### src/rtl/slack_prio_pkg.sv
`timescale 1ns/1ps
package slack_prio_pkg;

  // Manhattan distance between two grid points
  function automatic int manhattan(int ax, int ay, int bx, int by);
    int dx;
    int dy;
    dx = (ax > bx) ? ax - bx : bx - ax;
    dy = (ay > by) ? ay - by : by - ay;
    return dx + dy;
  endfunction

  // Difference of hop counts, clamped into two bits
  function automatic logic [1:0] hop_slack(int max_pred, int own);
    int d;
    d = max_pred - own;
    if (d < 0) return 2'd0;
    if (d > 3) return 2'd3;
    return 2'(d);
  endfunction

  // Count saturating into two bits
  function automatic logic [1:0] sat2(int n);
    return (n > 3) ? 2'd3 : 2'(n);
  endfunction

endpackage

### src/rtl/slk_l2_predictor.sv
`timescale 1ns/1ps
module slk_l2_predictor #(
  parameter int HIST   = 4,
  parameter int THRESH = 2
) (
  input  logic clk,
  input  logic rst_n,
  input  logic train_valid,
  input  logic train_miss,
  output logic predict_miss
);
  logic [HIST-1:0] hist_q;

  always_ff @(posedge clk) begin
    if (!rst_n) hist_q <= '0;
    else if (train_valid) hist_q <= {hist_q[HIST-2:0], train_miss};
  end

  assign predict_miss = ($countones(hist_q) >= THRESH);

  // history only moves on an accepted completion
  assert_hist_hold_R6: assert property (@(posedge clk) disable iff (!rst_n)
    !train_valid |=> $stable(hist_q));
  // newest outcome lands in the low bit
  assert_hist_shift_R6: assert property (@(posedge clk) disable iff (!rst_n)
    train_valid |=> hist_q[0] == $past(train_miss));
endmodule

### src/rtl/slk_pending_list.sv
`timescale 1ns/1ps
module slk_pending_list #(
  parameter int ENTRIES = 8,
  parameter int HW      = 4,
  localparam int TW     = $clog2(ENTRIES),
  localparam int CNTW   = $clog2(ENTRIES + 1)
) (
  input  logic            clk,
  input  logic            rst_n,
  input  logic            alloc_fire,
  input  logic            alloc_predmiss,
  input  logic [HW-1:0]   alloc_hops,
  input  logic            free_valid,
  input  logic [TW-1:0]   free_tag,
  output logic            full,
  output logic [TW-1:0]   alloc_idx,
  output logic            free_hit,
  output logic [HW-1:0]   max_hops,
  output logic [CNTW-1:0] miss_cnt
);
  logic [ENTRIES-1:0] valid_q;
  logic [ENTRIES-1:0] pm_q;
  logic [HW-1:0]      hops_q [ENTRIES];
  logic               found;

  always_comb begin
    found     = 1'b0;
    alloc_idx = '0;
    max_hops  = '0;
    miss_cnt  = '0;
    for (int i = 0; i < ENTRIES; i++) begin
      if (!valid_q[i] && !found) begin
        alloc_idx = TW'(i);
        found     = 1'b1;
      end
      if (valid_q[i]) begin
        if (hops_q[i] > max_hops) max_hops = hops_q[i];
        miss_cnt = miss_cnt + CNTW'(pm_q[i]);
      end
    end
    full = !found;
  end

  assign free_hit = free_valid && valid_q[free_tag];

  always_ff @(posedge clk) begin
    if (!rst_n) begin
      valid_q <= '0;
      pm_q    <= '0;
      for (int i = 0; i < ENTRIES; i++) hops_q[i] <= '0;
    end else begin
      if (free_hit) valid_q[free_tag] <= 1'b0;
      if (alloc_fire) begin
        valid_q[alloc_idx] <= 1'b1;
        pm_q[alloc_idx]    <= alloc_predmiss;
        hops_q[alloc_idx]  <= alloc_hops;
      end
    end
  end

  // an accepted issue occupies its slot next cycle
  assert_alloc_sets_R7: assert property (@(posedge clk) disable iff (!rst_n)
    alloc_fire |=> valid_q[$past(alloc_idx)]);
  // a matching completion releases its slot
  assert_free_clears_R8: assert property (@(posedge clk) disable iff (!rst_n)
    free_hit |=> !valid_q[$past(free_tag)]);
  // with neither event the occupancy holds
  assert_quiet_hold_R8: assert property (@(posedge clk) disable iff (!rst_n)
    (!alloc_fire && !free_hit) |=> $stable(valid_q));
endmodule

### src/rtl/slack_prio_estimator.sv
`timescale 1ns/1ps
module slack_prio_estimator #(
  parameter int CW      = 3,
  parameter int ENTRIES = 8,
  parameter int HIST    = 4,
  parameter int THRESH  = 2,
  localparam int TW     = $clog2(ENTRIES),
  localparam int HW     = CW + 1,
  localparam int CNTW   = $clog2(ENTRIES + 1)
) (
  input  logic          clk,
  input  logic          rst_n,
  input  logic [CW-1:0] src_x,
  input  logic [CW-1:0] src_y,
  input  logic          issue_valid,
  input  logic [CW-1:0] issue_dst_x,
  input  logic [CW-1:0] issue_dst_y,
  output logic          issue_ready,
  output logic [TW-1:0] issue_tag,
  output logic          prio_valid,
  output logic [4:0]    prio,
  input  logic          cmpl_valid,
  input  logic [TW-1:0] cmpl_tag,
  input  logic          cmpl_l2_miss
);
  import slack_prio_pkg::*;

  logic            list_full;
  logic            free_hit;
  logic            pred_miss;
  logic [HW-1:0]   own_hops;
  logic [HW-1:0]   max_hops;
  logic [CNTW-1:0] miss_cnt;
  logic            issue_fire;

  assign own_hops    = HW'(manhattan(int'(src_x), int'(src_y),
                                     int'(issue_dst_x), int'(issue_dst_y)));
  assign issue_ready = !list_full;
  assign issue_fire  = issue_valid && issue_ready;
  assign prio_valid  = issue_fire;
  assign prio        = {sat2(int'(miss_cnt)), !pred_miss,
                        hop_slack(int'(max_hops), int'(own_hops))};

  slk_l2_predictor #(.HIST(HIST), .THRESH(THRESH)) u_pred (
    .clk          (clk),
    .rst_n        (rst_n),
    .train_valid  (free_hit),
    .train_miss   (cmpl_l2_miss),
    .predict_miss (pred_miss)
  );

  slk_pending_list #(.ENTRIES(ENTRIES), .HW(HW)) u_list (
    .clk            (clk),
    .rst_n          (rst_n),
    .alloc_fire     (issue_fire),
    .alloc_predmiss (pred_miss),
    .alloc_hops     (own_hops),
    .free_valid     (cmpl_valid),
    .free_tag       (cmpl_tag),
    .full           (list_full),
    .alloc_idx      (issue_tag),
    .free_hit       (free_hit),
    .max_hops       (max_hops),
    .miss_cnt       (miss_cnt)
  );

  // no predecessor farther than the packet gives zero slack
  assert_hop_floor_R3: assert property (@(posedge clk) disable iff (!rst_n)
    (prio_valid && max_hops <= own_hops) |-> prio[1:0] == 2'd0);
  // a predicted miss clears the own-hit bit
  assert_own_hit_R5: assert property (@(posedge clk) disable iff (!rst_n)
    (prio_valid && pred_miss) |-> !prio[2]);
  // no predicted-miss predecessors gives a zero count field
  assert_miss_cnt_R4: assert property (@(posedge clk) disable iff (!rst_n)
    (prio_valid && miss_cnt == '0) |-> prio[4:3] == 2'd0);
endmodule

### config.mk
export PLATFORM = sky130hd
export DESIGN_NAME = slack_prio_estimator
export DESIGN_NICKNAME = d
export VERILOG_FILES = /design/src/rtl/slack_prio_pkg.sv /design/src/rtl/slk_l2_predictor.sv /design/src/rtl/slk_pending_list.sv /design/src/rtl/slack_prio_estimator.sv
export SDC_FILE = /design/constraint.sdc
export NUM_CORES = 1
export LEC_CHECK = 0
export CORE_ASPECT_RATIO = 0.9
export CORE_MARGIN = 10
export CORE_UTILIZATION = 30
export DETAILED_ROUTE_END_ITERATION = 8
export SLEW_MARGIN = 20
export SYNTH_ARGS = -nofsm -noshare
export SYNTH_HDL_FRONTEND = slang
export SYNTH_SLANG_ARGS = --single-unit
### constraint.sdc
create_clock -name clk -period 14 [get_ports clk]
set_clock_uncertainty 0.05 [all_clocks]
set_input_delay 2.8 -clock clk [delete_from_list [all_inputs] [get_ports clk]]
set_output_delay 2.8 -clock clk [all_outputs]
set_load 0.02 [all_outputs]
=== Word level (Yosys, flattened, before mapping) ===
Memory sizes are Yosys's and may differ from the RTL's.
Cells that the tools add are included.

* Input bits: 20
* Register bits: 20
* Logic and storage cells: 133
* Output and inout bits: 10
* Bits in writable memories: 32
* Memories kept: 1

{| class="wikitable"
|+ Memories
! name !! words !! width !! rd ports !! clocked after Yosys merged registers in !! write ports !! RTL line !! RTL
|-
| u_list.hops_q || 8 || 4 || 8 || 0 || 8 || slk_pending_list.sv:23 || <nowiki>logic [HW-1:0] hops_q [ENTRIES];</nowiki>
|}

* Add/subtract/negate cells: 16
* Muxes and demuxes: 66
* Order comparisons: 18
* Reduce and logical (&&, ||, !) cells: 26
* Bitwise operators: 3

{| class="wikitable"
|+ Operators by type and width
! operator !! count
|-
| 4-bit two-way mux || 26
|-
| 32-bit adder || 1
|-
| 32-bit by 3-bit >= comparator with 1-bit output (second input constant) || 1
|-
| 4-bit > comparator || 7
|-
| 4-bit by 1-bit adder with 4-bit output || 6
|-
| 8-bit two-way mux || 3
|-
| 1-bit two-way mux || 21
|-
| 3-bit by 3-bit subtractor with 4-bit output || 4
|-
| 3-bit two-way mux || 5
|-
| 1-bit logical NOT || 14
|-
| 2-bit two-way mux || 7
|-
| 1-bit logical AND || 11
|-
| 8-bit AND || 1
|-
| 8-bit bitwise mux || 1
|-
| 3-bit by 4-bit less-than comparator with 1-bit output (second input constant) || 2
|-
| 8-bit NOT || 1
|-
| 8-bit bitwise OR || 1
|-
| 1-bit by 1-bit adder with 2-bit output || 3
|-
| 1-bit demux with 3-bit select || 2
|-
| 3-bit by 1-bit >= comparator with 1-bit output (second input constant) || 2
|-
| 3-bit > comparator || 2
|-
| 5-bit by 3-bit > comparator with 1-bit output (second input constant) || 1
|-
| 5-bit by 1-bit less-than comparator with 1-bit output (second input constant) || 1
|-
| 4-bit by 4-bit subtractor with 5-bit output || 1
|-
| other kinds (5) || 5
|}

=== Depth between registers and ports, before layout ===
An unclocked memory read counts as a cell.

* Word-level depth: 31
* Depth in mapped cells: 63
* Mapped depth without buffers: 62

=== Modules after synthesis ===
Synthesis repeated with hierarchy kept, for this count alone.

* Cells, all modules: 591
* Area total of the unflattened synthesis: 5181.2 µm²

{| class="wikitable"
|+ By module, submodules not included
! module !! seq. area each (µm²) !! cells each !! area an instance (µm²) !! instances
|-
| slk_pending_list || 1281.2 || 469 || 4125.2 || 1
|-
| slack_prio_estimator || 0.0 || 103 || 859.6 || 1
|-
| slk_l2_predictor || 80.1 || 19 || 196.4 || 1
|}

=== Worst setup path after synthesis ===
OpenSTA, ideal clock, no wires.

* Path kind: reg2out
* Start point: register u_list.valid_q[0]
* End point: output port prio[0]
* Buffers on the path: 2
* Data required time: 11.150 ns
* Stages on the path, launching flop included: 61
* Arrival time: 11.652 ns
* Path slack: -0.502 ns
* Cells stage by stage: dfxtp_1 -> clkbuf_1 -> nand2_1 -> ha_1 -> nand4_1 -> and2_4 -> a21boi_2 -> mux2_2 -> ha_1 -> nand2b_1 -> nand4_1 -> a21oi_1 -> a2111oi_2 -> a221oi_4 -> a41oi_1 -> mux2i_1 -> inv_1 -> ha_1 -> [... 25 more ...] -> nor2b_1 -> o21ai_0 -> nand2b_1 -> a21oi_1 -> nor2_1 -> clkbuf_1 -> mux2_2 -> ha_1 -> nor2b_1 -> o311ai_0 -> nor2_1 -> a21oi_1 -> ha_1 -> a211oi_1 -> xor2_1 -> nand3_1 -> o31ai_1 -> a21oi_1

* Longest elaborated chain between the ends: 28
* Elaborated cells between the ends (all ways): 31
* Those cells by class: 1 x add/sub; 9 x order compare; 21 x mux

{| class="wikitable"
|+ RTL lines
! item !! RTL line !! RTL
|-
| start, declared || slk_pending_list.sv:21 || <nowiki>logic [ENTRIES-1:0] valid_q;</nowiki>
|-
| start signal, assigned || slk_pending_list.sv:48 || <nowiki>valid_q <= '0;</nowiki>
|-
| start signal, assigned by index || slk_pending_list.sv:52 || <nowiki>if (free_hit) valid_q[free_tag] <= 1'b0;</nowiki>
|-
| start signal, assigned by index || slk_pending_list.sv:54 || <nowiki>valid_q[alloc_idx] <= 1'b1;</nowiki>
|-
| 4-bit two-way mux * || slk_pending_list.sv:36 || <nowiki>if (valid_q[i]) begin</nowiki>
|-
| 4-bit > comparator || slk_pending_list.sv:37 || <nowiki>if (hops_q[i] > max_hops) max_hops = hops_q[i];</nowiki>
|-
| 4-bit two-way mux || slk_pending_list.sv:37 ||
|-
| 4-bit two-way mux * || slk_pending_list.sv:36 ||
|-
| 4-bit > comparator || slk_pending_list.sv:37 ||
|-
| 4-bit two-way mux || slk_pending_list.sv:37 ||
|-
| 4-bit two-way mux * || slk_pending_list.sv:36 ||
|-
| 4-bit > comparator || slk_pending_list.sv:37 ||
|-
| [... 11 more ...] || n/a ||
|-
| 4-bit > comparator || slk_pending_list.sv:37 ||
|-
| 4-bit two-way mux || slk_pending_list.sv:37 ||
|-
| 4-bit two-way mux * || slk_pending_list.sv:36 ||
|-
| 4-bit by 4-bit subtractor with 5-bit output * || slack_prio_pkg.sv:16 || <nowiki>d = max_pred - own;</nowiki>
|-
| 5-bit by 3-bit > comparator with 1-bit output || slack_prio_pkg.sv:18 || <nowiki>if (d > 3) return 2'd3;</nowiki>
|-
| 1-bit two-way mux (2 in a row) || slack_prio_pkg.sv:18 ||
|-
| 2-bit two-way mux || slack_prio_pkg.sv:19 || <nowiki>return 2'(d);</nowiki>
|-
| 2-bit two-way mux * || slack_prio_pkg.sv:18 ||
|-
| end, declared || slack_prio_estimator.sv:21 || <nowiki>output logic [4:0] prio,</nowiki>
|}

Every way passes the cells marked *; elsewhere a longest branch is shown, timed or not. The select of a mux whose other input is x is not followed.

=== Worst setup path in the final report ===
Same ends and word-level chain as after synthesis.

==> results.cfg <==
[run_status]
status = finished with violations
violations = setup timing

[global_routing]
use_met3 = 0.0137
use_met2 = 0.223
grt_overflow = 0
grt_pass1_wl_mm = 23.2
antenna_found_initial = 0
grt_max_degree = 28
top_usage_layer = met2
use_met1 = 0.153
grtUsageTotal = 0.124
grt_pass1_vias = 4723

[logic_synthesis]
synth_most_common_cell = inv_1
async_reset_ff_frac = 0
synthFlopType = edfxtp_1
netlist_top_cells_count = inv_1 (62), nand2_1 (55), ha_1 (54)
ys_seq_area_frac = 0.278
synthDistinctLibCells = 70
syn_nets = 640
synth_top_area_share = 0.196
synth_edf_count = 32
synth_area_um2 = 4890
synth_area_per_cell_um2 = 8.79
synth_top_cell_by_area = edfxtp_1
yosysWarningCount = 0
synth_cells = 557
ys_top_cells_by_area = edfxtp_1 (20%), ha_1 (14%), dfxtp_1 (8.2%), inv_1 (4.8%), nand2_1 (4.2%)
synth-seq-cells = 52

[detailed_routing]
vias_per_cell = 5.18
vias = 4605
antenna_left = 0
drt_pass1_iterations = 6
drtIter0Drc = 392
drc_errors = 0
routed_wl_mm = 14.1
wl_per_cell_um = 15.9

[clock_tree]
insertion_delay_ns = 0.29
cts.path.max_buffers = 2
cts_tree = done
htreeDepth = 2
path_clk_slew_ns = 0.07
cts_root_buf = clkbuf_16
cts_sinks = 52
cts_buffers = 5

[hold_path]
hold-path-cell-count = 2
hold_path_end = u_list.pm_q[1]$_SDFFE_PN0P_
worstHoldPathType = register to register
hp-start = u_list.pm_q[1]$_SDFFE_PN0P_

[critical_path]
worstReg2RegEnd = u_list.hops_q[7][3]$_SDFFCE_PN0P_
r2r_setup_slack_ns = 11.27
cp_top_family = compound AO/OA/AOI/OAI gates
crit_fanout = 5
arrival_ns = 11.41
crit_top_cell = a21oi_2
critPathMaxStageDelay_ns = 0.39
critPathKind = register to output port
cp_slowest_cell = o311a_4
r2r.worst_path.cells = 6
cp-start-kind = register
critical_path_required_ns = 11.15
r2r-start = u_list.valid_q[3]$_SDFF_PN0_
endpoint_kind = output port
path_buf_inv = 7

[placement]
placed_cell_area_um2 = 5820
portBuffers = 29
gp_congestion = 0.886
dp_hpwl_mm = 10.0
post-place-ws_ns = -0.983

[timing]
worstMarginPinSlew_ns = 1.09
drv_slew = 0
holdWs_ns = 0.432
setup_slack_ns = -0.261
hold_violations = 0
final-setup-viol-count = 2
period_minus_slack_ns = 14.26
rsz0062_at_grt = true
layout_worst_path_cycle_share = 1.02
clock.fmax_mhz = 70.1
relSlewSlack = 0.268

[layout]
nets = 764
drive_gt1_frac = 0.328
syn2layout_area_growth_pct = 40.2
diodes = 0
fin_area_um2 = 6860

[die]
die_h_um = 141
rows = 44
die_area_um2 = 21800
die_w_um = 155
ios = 30
initial_core_util = 0.304
coreArea_um2 = 16100

[job]
maxCapViolCount = 0

[pwr]
power_density_nw_per_um2 = 86.7
peakVddDrop_mv = 0.0588
power.leakage_nw = 2.89
[per-stage QoR]
| step | util | TNS [ns] | power [mW] | std cells |
|---|---|---|---|---|
| 3_3_place_gp | 0.362 | -0.982 | 0.397 | 829 |
| 2_1_floorplan | - | 0 | 0.324 | 557 |
| 3_5_place_dp | 0.362 | -1.96 | 0.404 | 829 |
| 6_report | 0.427 | -0.514 | 0.595 | 889 |
| 5_1_grt | 0.427 | -1.66 | 0.629 | 889 |
| 4_1_cts | 0.410 | -0.274 | 0.574 | 877 |
[worst max path at each step]
stage | startpoint | endpoint | cells after the start
CTS | u_list.valid_q[0]$_SDFF_PN0_ | prio[0] | 59
global route | u_list.hops_q[0][1]$_SDFFCE_PN0P_ | prio[0] | 61
global placement | u_list.valid_q[0]$_SDFF_PN0_ | prio[1] | 59
finish | u_list.valid_q[0]$_SDFF_PN0_ | prio[0] | 60
floorplan | u_list.valid_q[0]$_SDFF_PN0_ | prio[0] | 59
detailed placement | u_list.valid_q[0]$_SDFF_PN0_ | prio[0] | 61
[flip-flops by register name (all words and copies together) (netlist names)]
| register | flops |
|---|---|
| u_list.hops_q | 32 |
| u_pred.hist_q | 4 |
| u_list.pm_q | 8 |
| u_list.valid_q | 8 |
[kinds of logic (layout without fill, tap and decap cells)]
kind of cell	after synthesis	in the layout	share of synthesized area
XOR/XNOR	19	19	0.0340
buffers and inverters	82	207	0.0631
multiplexers	35	35	0.0792
AO/OA/AOI/OAI	122	122	0.190
AND/OR/NAND/NOR	184	184	0.180
adder cells (fa/ha/maj)	63	63	0.175
flip-flops	52	52	0.278
[where the power goes]
| part | switching [mW] | internal (mW) | total [mW] |
|---|---|---|---|
| Combinational | 0.158 | 0.136 | 0.293 |
| Clock | 0.0534 | 0.0711 | 0.124 |
| Sequential | 0.00683 | 0.170 | 0.177 |
[layout by cell type (no fill, tap or decap), types with 13 or more instances in the layout]
master / count
a21oi_1: 13
buf_4: 103
clkdlybuf4s50_1: 27
dfxtp_1: 19
edfxtp_1: 32
ha_1: 40
inv_1: 59
mux2_2: 13
nand2_1: 49
nand3_1: 14
nor2_1: 46
[final cells by class]
type / instances / area, µm²
fillers: 1531 / 9210
inverters: 63 / 239
multi-input cells: 423 / 3740
clock buffers: 6 / 139
flip-flops and latches: 52 / 1370
clock inverters: 2 / 15.0
well taps: 207 / 259
repair buffers: 136 / 1110
[worst reg2reg max path: stages (launching register included)]
cell	delay, ns
dfxtp_1	0.64
nand4_1	0.21
nor2_1	0.26
a32oi_1	0.18
inv_1	0.21
nand2_1	0.15
o21ai_0	0.67
[layer usage]
layer / share of wire / vias up
met5: 0 / -
met3: 0.039 / 19
met4: 0.013 / 0
met1: 0.44 / 2223
li1: - / 2244
met2: 0.51 / 119
[repair_timing]
action                                  in CTS  in global routing
endpoints found under the setup margin       2                  2
buffers inserted                            40                 13
pin swaps                                   39                 45
gates resized for setup                     76                 37
hold buffers                                 0                  0
Power figures use the tool's default switching activity.
